File: src/rtl/tlk_pkg.sv
package tlk_pkg;

    parameter int unsigned TLK_REQ_DEF = 4;

    typedef enum logic [1:0] {
        SLOT_IDLE = 2'd0,
        SLOT_WAIT = 2'd1,
        SLOT_OWN  = 2'd2
    } slot_e;

    typedef struct packed {
        logic take;
        logic drop;
    } slot_cmd_t;

    function automatic int unsigned tkt_width(input int unsigned n);
        return $clog2(n) + 1;
    endfunction

endpackage

File: src/rtl/tlk_issue.sv
module tlk_issue #(
    parameter int unsigned N_REQ = 4,
    parameter int unsigned TW    = 3
) (
    input  logic                       clk,
    input  logic                       rst,
    input  logic [N_REQ-1:0]           take_i,
    output logic [N_REQ-1:0][TW-1:0]   give_o
);
    logic [TW-1:0] nxt_q;
    logic [TW-1:0] run;

    // port 0 draws first, then ascending index
    always_comb begin
        run = nxt_q;
        for (int i = 0; i < int'(N_REQ); i++) begin
            give_o[i] = run;
            if (take_i[i]) run = run + TW'(1);
        end
    end

    always_ff @(posedge clk) begin
        if (rst) nxt_q <= '0;
        else     nxt_q <= run;
    end
endmodule

File: src/rtl/tlk_serve.sv
module tlk_serve #(
    parameter int unsigned TW = 3
) (
    input  logic          clk,
    input  logic          rst,
    input  logic          adv_i,
    output logic [TW-1:0] srv_o
);
    always_ff @(posedge clk) begin
        if (rst)        srv_o <= '0;
        else if (adv_i) srv_o <= srv_o + TW'(1);
    end
endmodule

File: src/rtl/tlk_slot.sv
module tlk_slot
    import tlk_pkg::*;
#(
    parameter int unsigned TW = 3
) (
    input  logic          clk,
    input  logic          rst,
    input  slot_cmd_t     cmd_i,
    input  logic [TW-1:0] give_i,
    input  logic [TW-1:0] srv_i,
    output logic          busy_o,
    output logic          own_o,
    output logic [TW-1:0] tkt_o
);
    slot_e st_q;

    always_ff @(posedge clk) begin
        if (rst) begin
            st_q  <= SLOT_IDLE;
            tkt_o <= '0;
        end else begin
            unique case (st_q)
                SLOT_IDLE: if (cmd_i.take) begin
                    st_q  <= SLOT_WAIT;
                    tkt_o <= give_i;
                end
                SLOT_WAIT: if (tkt_o == srv_i) st_q <= SLOT_OWN;
                SLOT_OWN:  if (cmd_i.drop) st_q <= SLOT_IDLE;
                default:   st_q <= SLOT_IDLE;
            endcase
        end
    end

    assign busy_o = (st_q != SLOT_IDLE);
    assign own_o  = (st_q == SLOT_OWN);
endmodule

File: src/rtl/ticket_lock_unit.sv
module ticket_lock_unit
    import tlk_pkg::*;
#(
    parameter int unsigned N_REQ = TLK_REQ_DEF,
    parameter int unsigned TW    = tkt_width(N_REQ)
) (
    input  logic                  clk,
    input  logic                  rst,
    input  logic [N_REQ-1:0]      acq_i,
    input  logic [N_REQ-1:0]      rel_i,
    output logic [N_REQ-1:0]      grant_o,
    output logic [N_REQ*TW-1:0]   ticket_o
);
    logic [N_REQ-1:0]         busy;
    logic [N_REQ-1:0]         take;
    logic [N_REQ-1:0]         drop;
    logic [N_REQ-1:0][TW-1:0] give;
    logic [TW-1:0]            srv;

    assign take = acq_i & ~busy;
    assign drop = rel_i & grant_o;

    tlk_issue #(.N_REQ(N_REQ), .TW(TW)) issue_i (
        .clk(clk), .rst(rst), .take_i(take), .give_o(give)
    );

    tlk_serve #(.TW(TW)) serve_i (
        .clk(clk), .rst(rst), .adv_i(|drop), .srv_o(srv)
    );

    for (genvar g = 0; g < int'(N_REQ); g++) begin : g_slot
        slot_cmd_t cmd;
        assign cmd.take = take[g];
        assign cmd.drop = drop[g];
        tlk_slot #(.TW(TW)) slot_i (
            .clk(clk), .rst(rst), .cmd_i(cmd), .give_i(give[g]), .srv_i(srv),
            .busy_o(busy[g]), .own_o(grant_o[g]), .tkt_o(ticket_o[g*TW +: TW])
        );
    end
endmodule

File: config.mk
export PLATFORM = sky130hd
export DESIGN_NAME = ticket_lock_unit
export DESIGN_NICKNAME = d
export VERILOG_FILES = /design/src/rtl/tlk_pkg.sv /design/src/rtl/tlk_issue.sv /design/src/rtl/tlk_serve.sv /design/src/rtl/tlk_slot.sv /design/src/rtl/ticket_lock_unit.sv
export SDC_FILE = /design/constraint.sdc
export NUM_CORES = 1
export LEC_CHECK = 0
export BUFFER_PORTS_ARGS = -buffer_cell sky130_fd_sc_hd__buf_2
export CORE_UTILIZATION = 55
export CTS_CLUSTER_SIZE = 8
export DETAILED_ROUTE_END_ITERATION = 10
export GPL_TIMING_DRIVEN = 0
export PLACE_DENSITY = 0.79
export SLEW_MARGIN = 15
export SYNTH_ARGS = -nofsm -noshare
export SYNTH_HDL_FRONTEND = slang
export SYNTH_SLANG_ARGS = --single-unit
File: constraint.sdc
create_clock -name clk -period 6.95 [get_ports clk]
set_clock_uncertainty 0.2 [all_clocks]
set_input_delay 2.085 -clock clk [delete_from_list [all_inputs] [get_ports clk]]
set_output_delay 2.085 -clock clk [all_outputs]
set_load 0.05 [all_outputs]
==> flow_metrics.env <==
export IMPL_synth_top_area_share=0.356
export IMPL_initial_core_util=0.585
export IMPL_ios=26
export IMPL_yosys_top_cells_area="dfxtp_1 (36%), xnor2_1 (8.4%), nor2_1 (6.9%), mux2i_1 (6.2%), xor2_1 (4.8%)"
export IMPL_powerDensity_nw_per_um2=390
export IMPL_synthArstFlopShare=0
export IMPL_fill_cells=222
export IMPL_grt_pass1_wl_um=5020
export IMPL_area_growth_syn_to_layout_pct=14.4
export IMPL_wl_per_cell_um=14.4
export IMPL_synth_edf_count=0
export IMPL_yosysSeqAreaShare=0.356
export IMPL_multi_input_area_sq_um=867
export IMPL_synthCells=158
export IMPL_ir_drop_v=0.000225
export IMPL_cts_hold_buf=0
export IMPL_grt_pass1_vias=1146
export IMPL_ff_latch_area_sq_um=520
export IMPL_die_area_sq_um=2870
export IMPL_postCtsSetupBuffers=0
export IMPL_via_per_inst=5.39
export IMPL_finalCritPeriodShare=0.613
export IMPL_synth_seq_cells=26
export IMPL_fp_dieH_um=53.6
export IMPL_drtPass1Iterations=4
export IMPL_cp_arrival_ns=4.35
export IMPL_yosysMostFrequentCell="nor2_1"
export IMPL_fmax_mhz=235
export IMPL_cp_max_fo=9
export IMPL_htree_levels=1
export IMPL_path_class="in -> reg"
export IMPL_worstMarginPinSlew_ns=0.764
export IMPL_root_buffer="clkbuf_4"
export IMPL_finalCoreUtilization=0.669
export IMPL_antenna_found_initial=0
export IMPL_clockBufferDepth=2
export IMPL_grt_overflow=0
export IMPL_avgSynthCellArea_sq_um=9.26
export IMPL_wl_um=3110
export IMPL_diodes=0
export IMPL_final_setup_tns_ns=0
export IMPL_worstPathRequired_ns=7.04
export IMPL_hp_class="reg -> reg"
export IMPL_drive_gt1_frac=0.204
export IMPL_cts_sinks=26
export IMPL_io_buffers=24
export IMPL_numCtsBuffers=3
export IMPL_grt_max_degree=16
export IMPL_p_leak_nw=0.749
export IMPL_die_x_um=53.6
export IMPL_crit_path_end_kind="register"
export IMPL_drv_slew=0
export IMPL_ctsResizeCount=0
export IMPL_period_minus_slack_ns=4.26
export IMPL_coreArea_sq_um=2500
export IMPL_globalplace_congestion=0.779
export IMPL_num_rows=18
export IMPL_rsz0062_at_grt="no"
export IMPL_num_vias=1164
export IMPL_grt_usage=0.250
export IMPL_fin_nets=201
export IMPL_drc=0
export IMPL_status="finished clean"
export IMPL_synth_commonest_cells="nor2_1 (27), dfxtp_1 (26), xnor2_1 (14)"
export IMPL_drt_iter0_drc=6
export IMPL_clkTransAtPathRegs_ns=0.16
export IMPL_syn_nets=172
export IMPL_max_slew_margin=0.489
export IMPL_cts_tree="yes"
export IMPL_insertion_delay_ns=0.34
export IMPL_dpl_hpwl_um=2270
export IMPL_yosys_most_used_dff="dfxtp_1"
export IMPL_yosysTopAreaCell="dfxtp_1"
export IMPL_antenna_left=0
export IMPL_worst_setup_path_start_kind="primary input"
export IMPL_hold_viol=0
export IMPL_max_cap_violations=0
export IMPL_syn_area_sq_um=1460
export IMPL_synth_distinct_cells=33
export IMPL_finalSetupViolCount=0
export IMPL_ys_warn_count=0
==> worst max-delay path: stages <==
cell and delay (ns):
buf_2 0.09, nor3b_4 0.39, xnor3_1 0.45, ha_1 0.31, mux2i_1 0.22, inv_1 0.07
ha_1 0.18, nand2_1 0.07, xor2_1 0.17, xnor3_1 0.23, nor2_1 0.09
==> final timing paths <==
check	slack, ns	to	cells after the start	startpoint
max reg2reg	4.09	issue_i.nxt_q[2]	10	g_slot[1].slot_i.st_q[1]
min reg2reg	0.33	g_slot[3].slot_i.tkt_o[0]	2	g_slot[3].slot_i.tkt_o[0]
min	0.33	g_slot[3].slot_i.tkt_o[0]	2	g_slot[3].slot_i.tkt_o[0]
max	2.69	issue_i.nxt_q[2]	11	acq_i[1]
==> placed cells by master, fill, tap and decap left out <==
master,Yosys,final
inv_1,4,4
nor4b_1,1,1
buf_4,5,5
o21a_1,1,1
nor3_1,2,2
mux2i_1,9,9
nor3b_4,1,1
xnor3_1,3,3
nand4_1,4,4
xnor2_1,14,14
clkbuf_1,5,5
nand2_1,4,4
a211oi_1,5,5
and4bb_2,1,1
dfxtp_1,26,26
and3b_1,1,1
and2_1,1,1
xor2_1,8,8
bufinv_16,0,1
a21oi_1,6,6
a21boi_2,1,1
clkbuf_4,0,3
ha_1,4,4
nor3b_2,2,2
o22ai_1,1,1
nor3b_1,1,1
nand2b_1,4,4
o211a_1,1,1
a2111oi_0,1,1
nor2b_1,5,5
buf_1,1,1
nand3b_1,5,5
nand3_1,3,3
and2b_1,1,1
nor2_1,27,27
buf_2,0,24
==> kinds of logic (layout without fill, tap and decap cells) <==
group / Yosys count / in the layout / share of synthesized area
simple gates: 63 / 63 / 0.243
flops: 26 / 26 / 0.356
fa+ha+maj: 4 / 4 / 0.0342
mux: 9 / 9 / 0.0616
xor+xnor: 25 / 25 / 0.178
buf+inv: 15 / 43 / 0.0513
compound gates: 16 / 16 / 0.0761
==> registers in the layout, summed over array words and instances, names as in the netlist <==
register,cells
g_slot.slot_i.tkt_o,12
g_slot.slot_i.st_q,8
issue_i.nxt_q,3
serve_i.srv_o,3
==> per-stage QoR <==
step | power (W) | instance area (sq um) | cells | setup slack [ns] | hold slack [ns]
floorplan | 0.000483 | 1460 | 158 | 2.65 | 0.283
global placement | 0.000532 | 1620 | 212 | 2.38 | 0.297
detailed placement | 0.000546 | 1620 | 212 | 2.31 | 0.314
CTS | 0.000655 | 1670 | 216 | 2.67 | 0.336
global route | 0.000693 | 1670 | 216 | 2.49 | 0.360
finish | 0.000652 | 1670 | 216 | 2.69 | 0.332
==> area by class of cell <==
type / instances / area share
flip-flops and latches: 26 / 0.311
clock inverters: 1 / 0.0180
inverters: 4 / 0.00898
repair buffers: 24 / 0.0718
well taps: 30 / 0.0224
clock buffers: 3 / 0.0135
plain buffers: 11 / 0.0359
multi-input cells: 117 / 0.518
==> power breakdown <==
group / internal (W) / switching, W / total, W
logic: 0.000136 / 0.000189 / 0.000325
registers: 0.000181 / 0.0000365 / 0.000218
clock network: 0.0000584 / 0.0000500 / 0.000108
==> metal layers <==
metal	vias up	wire length, um	track usage
li1	588	-	-
met1	541	1350	0.288
met2	26	1570	0.427
met3	9	89	0.0367
met4	0	95	0.167
met5	-	0	0
Note: power is estimated with default switching activity, not from simulation.
